[config.mk]
export PLATFORM = sky130hd
export DESIGN_NAME = celem_cascade
export DESIGN_NICKNAME = d
export VERILOG_FILES = /design/src/rtl/celem_pkg.sv /design/src/rtl/celem_input_map.sv /design/src/rtl/celem_stage.sv /design/src/rtl/celem_withdraw_mon.sv /design/src/rtl/celem_cascade.sv
export SDC_FILE = /design/constraint.sdc
export NUM_CORES = 1
export LEC_CHECK = 0
export BUFFER_PORTS_ARGS = -buffer_cell sky130_fd_sc_hd__clkbuf_2
export CAP_MARGIN = 20
export CORE_AREA = 2 2 39 41
export CTS_BUF_LIST = sky130_fd_sc_hd__clkbuf_4 sky130_fd_sc_hd__clkbuf_8 sky130_fd_sc_hd__clkbuf_16
export CTS_CLUSTER_SIZE = 16
export DETAILED_ROUTE_END_ITERATION = 6
export DIE_AREA = 0 0 41 43
export GPL_TIMING_DRIVEN = 0
export MAX_ROUTING_LAYER = met4
export PLACE_DENSITY = 0.37
export SYNTH_ARGS = -nofsm -noshare
export SYNTH_HDL_FRONTEND = slang
export SYNTH_SLANG_ARGS = --single-unit
[constraint.sdc]
create_clock -name clk -period 1.4 [get_ports clk]
set_input_delay 0.28 -clock clk [delete_from_list [all_inputs] [get_ports clk]]
set_output_delay 0.28 -clock clk [all_outputs]
set_load 0.005 [all_outputs]
[src/rtl/celem_pkg.sv]
// Package: celem_pkg
// Shared helpers for the clocked C-element cascade.
// Assumes: single-bit operands; a stage's hold value is its own register.
package celem_pkg;

    // Next state of a two-input C-element: follow the inputs when they agree, else hold.
    function automatic logic c_next(input logic a, input logic b, input logic hold);
        return (a == b) ? a : hold;
    endfunction

    // Inversion mask: bit i is set when i lies above the split index.
    function automatic logic [63:0] inv_mask(input int unsigned width, input int unsigned split);
        logic [63:0] m;
        m = '0;
        for (int unsigned i = 0; i < width; i++) begin
            if (i > split) m[i] = 1'b1;
        end
        return m;
    endfunction

endpackage

[src/rtl/celem_input_map.sv]
// Module: celem_input_map
// Turns raw inputs into effective inputs. Bits above SPLIT are inverted and the
// others pass through unchanged.
// Assumes: 0 <= SPLIT <= W-1; purely combinational.
module celem_input_map #(
    parameter int W     = 4,
    parameter int SPLIT = 1
) (
    input  logic [W-1:0] raw_i,
    output logic [W-1:0] eff_o
);
    // One buffer or inverter per bit, chosen at elaboration time.
    for (genvar i = 0; i < W; i++) begin : g_bit
        if (i > SPLIT) begin : g_inv
            assign eff_o[i] = ~raw_i[i];
        end else begin : g_pass
            assign eff_o[i] = raw_i[i];
        end
    end
endmodule

[src/rtl/celem_stage.sv]
// Module: celem_stage
// One registered two-input C-element. When both operands agree it loads their
// value on the rising edge; otherwise it keeps its value.
// Assumes: asynchronous active-low reset loads INIT.
module celem_stage
    import celem_pkg::*;
#(
    parameter logic INIT = 1'b0
) (
    input  logic clk,
    input  logic rst_n,
    input  logic a_i,
    input  logic b_i,
    output logic q_o
);
    // State register of the stage.
    always_ff @(posedge clk or negedge rst_n) begin
        if (!rst_n) q_o <= INIT;
        else        q_o <= c_next(a_i, b_i, q_o);
    end
endmodule

[src/rtl/celem_withdraw_mon.sv]
// Module: celem_withdraw_mon
// Raises a one-cycle flag when an effective input that had moved away from the
// output changes again before the output has followed it.
// Assumes: the effective inputs and the output come from the same clock domain.
module celem_withdraw_mon #(
    parameter int   W    = 4,
    parameter logic INIT = 1'b0
) (
    input  logic         clk,
    input  logic         rst_n,
    input  logic [W-1:0] eff_i,
    input  logic         out_i,
    output logic         err_o
);
    logic [W-1:0] eff_q;
    logic [W-1:0] pending;
    logic [W-1:0] moved;

    // Bits whose last sample differed from the output, and bits that changed since that sample.
    always_comb begin
        pending = eff_q ^ {W{out_i}};
        moved   = eff_q ^ eff_i;
    end

    // Keep the previous sample and register the violation flag.
    always_ff @(posedge clk or negedge rst_n) begin
        if (!rst_n) begin
            eff_q <= {W{INIT}};
            err_o <= 1'b0;
        end else begin
            eff_q <= eff_i;
            err_o <= |(pending & moved);
        end
    end
endmodule

[src/rtl/celem_cascade.sv]
// Module: celem_cascade
// An (N+1)-input C-element built as a chain of N registered two-input stages.
// Inputs above J are inverted. A monitor flags early withdrawals.
// Assumes: N >= 1, 0 <= J <= N. At reset the surroundings hold the inputs at
// levels that match INIT (effective inputs equal to INIT).
module celem_cascade #(
    parameter int   N    = 3,
    parameter int   J    = 1,
    parameter logic INIT = 1'b0
) (
    input  logic         clk,
    input  logic         rst_n,
    input  logic [N:0]   in_raw,
    output logic         out_q,
    output logic         withdraw_err
);
    localparam int W = N + 1;

    logic [W-1:0] eff;
    logic [N:1]   stage_q;

    // Apply the inversion split.
    celem_input_map #(.W(W), .SPLIT(J)) i_map (
        .raw_i (in_raw),
        .eff_o (eff)
    );

    // Chain of stages: stage 1 takes inputs 0 and 1, stage k takes stage k-1 and input k.
    for (genvar k = 1; k <= N; k++) begin : g_chain
        if (k == 1) begin : g_first
            celem_stage #(.INIT(INIT)) i_stage (
                .clk   (clk),
                .rst_n (rst_n),
                .a_i   (eff[0]),
                .b_i   (eff[1]),
                .q_o   (stage_q[1])
            );
        end else begin : g_next
            celem_stage #(.INIT(INIT)) i_stage (
                .clk   (clk),
                .rst_n (rst_n),
                .a_i   (stage_q[k-1]),
                .b_i   (eff[k]),
                .q_o   (stage_q[k])
            );
        end
    end

    // The output is the last stage of the chain.
    assign out_q = stage_q[N];

    // Watch the surroundings for inputs withdrawn too early.
    celem_withdraw_mon #(.W(W), .INIT(INIT)) i_mon (
        .clk   (clk),
        .rst_n (rst_n),
        .eff_i (eff),
        .out_i (out_q),
        .err_o (withdraw_err)
    );
endmodule

==> reports/qor.txt <==
compound-gate portion of the synthesized area -> 0.1111
Leakage -> 0.1829 nW
Hold Startpoint -> in_raw[1]
Post-Synth Simple-Gate Area -> 0
gate count after technology mapping -> 20
count of different cell masters after synthesis -> 8
fin crit share -> 0.7770
first-pass GRT wire length -> 841 microns
unrepaired setup endpoints after global routing -> false
Sw Share -> 0.2178
clk buf depth -> 2
Layout area overhead -> 29.91%
Iter 0 DRT Violations -> 1
Inst Count DP -> 43
vias per cell -> 4.149
CTS tree -> done
Die Width -> 41 microns
Min Hold Slack -> 0.1881 ns
pre-CTS worst setup slack -> 0.2931 ns
Initial Util -> 0.2116
GR Overflow Total -> 0
Slew Limit Fails -> 0
Mapped Area -> 292.8 sq um
Internal -> 0.3892 mW
Peak supply drop -> 0.6080 mV
Yosys Warn Count -> 0
Design Area, Final -> 380.4 sq um
Hold Crit Class -> input pin to flop
Ports -> 8
WL per Instance -> 10.43 microns
max cap viols -> 0
Port Buffers -> 7
minimum clock period -> 1.088 ns
buffers and inverters on the worst path -> 0
max incr delay on CP -> 0.38 ns
Clk pwr share -> 0.336
slew margin rel. -> 0.8690
slowest CP cell -> dfrtp_1
pin count of the biggest net entering global routing -> 9
worst path cell trace -> a22oi_1, o221ai_1, mux2_4
crit path from -> i_mon.eff_q[2]
xor/xnor cell area share of the yosys netlist -> 0
Setup TNS -> 0 ns
drt first pass iters -> 2
Setup Viol. Count Final -> 0
Placer Congestion -> 0.6789
GRT Util Overall -> 0.08290
post-route ant nets -> 0
final HPWL from detailed placement -> 382.7 microns
CTS clk-pin slew, worst paths -> 0.05 ns
sequential-to-total area share from yosys stat -> 0.6838
Layout Nets -> 39
Vert. Die Dim -> 43 microns
clk_skew -> 0.001239 ns
Max H-tree Level -> 1
initial antenna violation count -> 0
clock sinks -> 8
#FFs+latches synth -> 8
Max FO, Critical Path -> 2
Tightest Pin Transition -> 0.1965 ns
crit start category -> flop
outcome -> finished clean
Synth Net Count -> 26
Worst EP required -> 1.53 ns
ratio of cells with drive above 1 in the final layout -> 0.3548
postcts setup bufs -> 0
power per cell area -> 1308 nW/um^2
main combinational cell family by area after synthesis -> compound AO/OA/AOI/OAI gates
detailed-route DRC error count -> 0
Post-CTS Resized -> 0
core area -> 1384 sq um
CP Capture Type -> flop
NetSw -> 0.1084 mW
CTS Root Cell -> clkbuf_4
maximum clock rate -> 919.3 MHz
final-report hold violation count -> 0
final worst slack -> 0.3122 ns
Reg-to-Reg Start -> i_mon.eff_q[2]
via count -> 195
critical path class -> flop to flop
number of cell rows -> 14
Avg Cell Area, Syn -> 14.64 sq um
Critical Path AT -> 1.22 ns
Crit path max-delay family -> flip-flops
Adder-Cell Fraction of Synth Area -> 0.1026
number of global-route vias before repair -> 222
Final Non-Filler Cells -> 47
die area -> 1763 sq um
mux contribution to synthesized area -> 0.05128
sequential power share -> 0.543
worst skew pair latency -> 0.25 ns
Routed WL -> 490 microns
combinational group share of total power -> 0.120
antenna cells -> 0
placed inst area -> 347.8 sq um
cts bufs inserted -> 3
## synth_stat cells, drive strengths merged
master	count	area share
o22ai	1	0.021
o221ai	1	0.030
mux2	1	0.051
dfrtp	8	0.68
maj3	3	0.10
inv	4	0.051
a221o	1	0.034
a22oi	1	0.026
## final cells by class
class | count | area [sq um]
clock buffers | 3 | 22.52
well taps | 16 | 20.02
fillers | 155 | 1003
repair buffers | 8 | 45.04
multi-input cells | 8 | 77.57
inverters | 4 | 15.01
flip-flops and latches | 8 | 200.2
## final timing paths
kind / end / slack (ns) / cells past startpoint
max in group asynchronous: g_chain[3].g_next.i_stage.q_o / 0.82 / 2
min in group asynchronous: g_chain[1].g_first.i_stage.q_o / 0.40 / 2
min reg2reg: g_chain[2].g_next.i_stage.q_o / 0.55 / 1
max: i_mon.err_o / 0.31 / 3
min: i_mon.eff_q[1] / 0.19 / 1
max reg2reg: i_mon.err_o / 0.31 / 3
## through the flow
stage | power, mW | utilization
2_1_floorplan | 0.3019 | -
3_3_place_gp | 0.3331 | 0.2514
3_5_place_dp | 0.3336 | 0.2514
4_1_cts | 0.5084 | 0.2749
5_1_grt | 0.5349 | 0.2749
6_report | 0.4975 | 0.2749
## sequential cells by signal, indices dropped and copies added, names as in the netlist
name	count
i_mon.err_o	1
g_chain.g_next.i_stage.q_o	2
i_mon.eff_q	4
g_chain.g_first.i_stage.q_o	1
## routing by layer
layer  share of wire  vias to the layer above  global-route usage
met3            0.15                        0             0.09424
li1                -                       93                   -
met2            0.44                       10              0.1094
met4               0                        0             0.02000
met1            0.41                       92             0.07895
met5               0                        -                   -
## power groups by stage
stage | logic, mW | clock network, mW | registers (mW)
3_3_place_gp | 0.0590 | 0 | 0.274
3_5_place_dp | 0.0588 | 0 | 0.275
4_1_cts | 0.0614 | 0.176 | 0.271
2_1_floorplan | 0.0295 | 0 | 0.272
6_report | 0.0599 | 0.167 | 0.270
5_1_grt | 0.0671 | 0.195 | 0.273
## cells in the final DEF (no fill, tap or decap)
cell           synthesis  final
a22oi_1                1      1
clkbuf_2               0      7
o22ai_1                1      1
dlygate4sd3_1          0      1
a221o_1                1      1
dfrtp_1                8      8
mux2_4                 1      1
o221ai_1               1      1
clkbuf_4               0      3
inv_1                  4      4
maj3_1                 3      3
## kinds of logic (layout without fill, tap and decap cells)
kind of cell	after synthesis	after routing
AOI/OAI and AO/OA	4	4
adders and majority gates	3	3
buffers and inverters	4	15
DFF	8	8
muxes	1	1
## worst register-to-register path: cells and delay by family (launching register included)
family	cells	cell delay, ns
compound gates	2	0.33
flops	1	0.38
mux	1	0.27
## what timing repair did
action	in CTS	in global routing
hold buffers	1	0
endpoints found under the hold margin	8	0
endpoints found under the setup margin	0	0
Power figures use the tool's default switching activity.
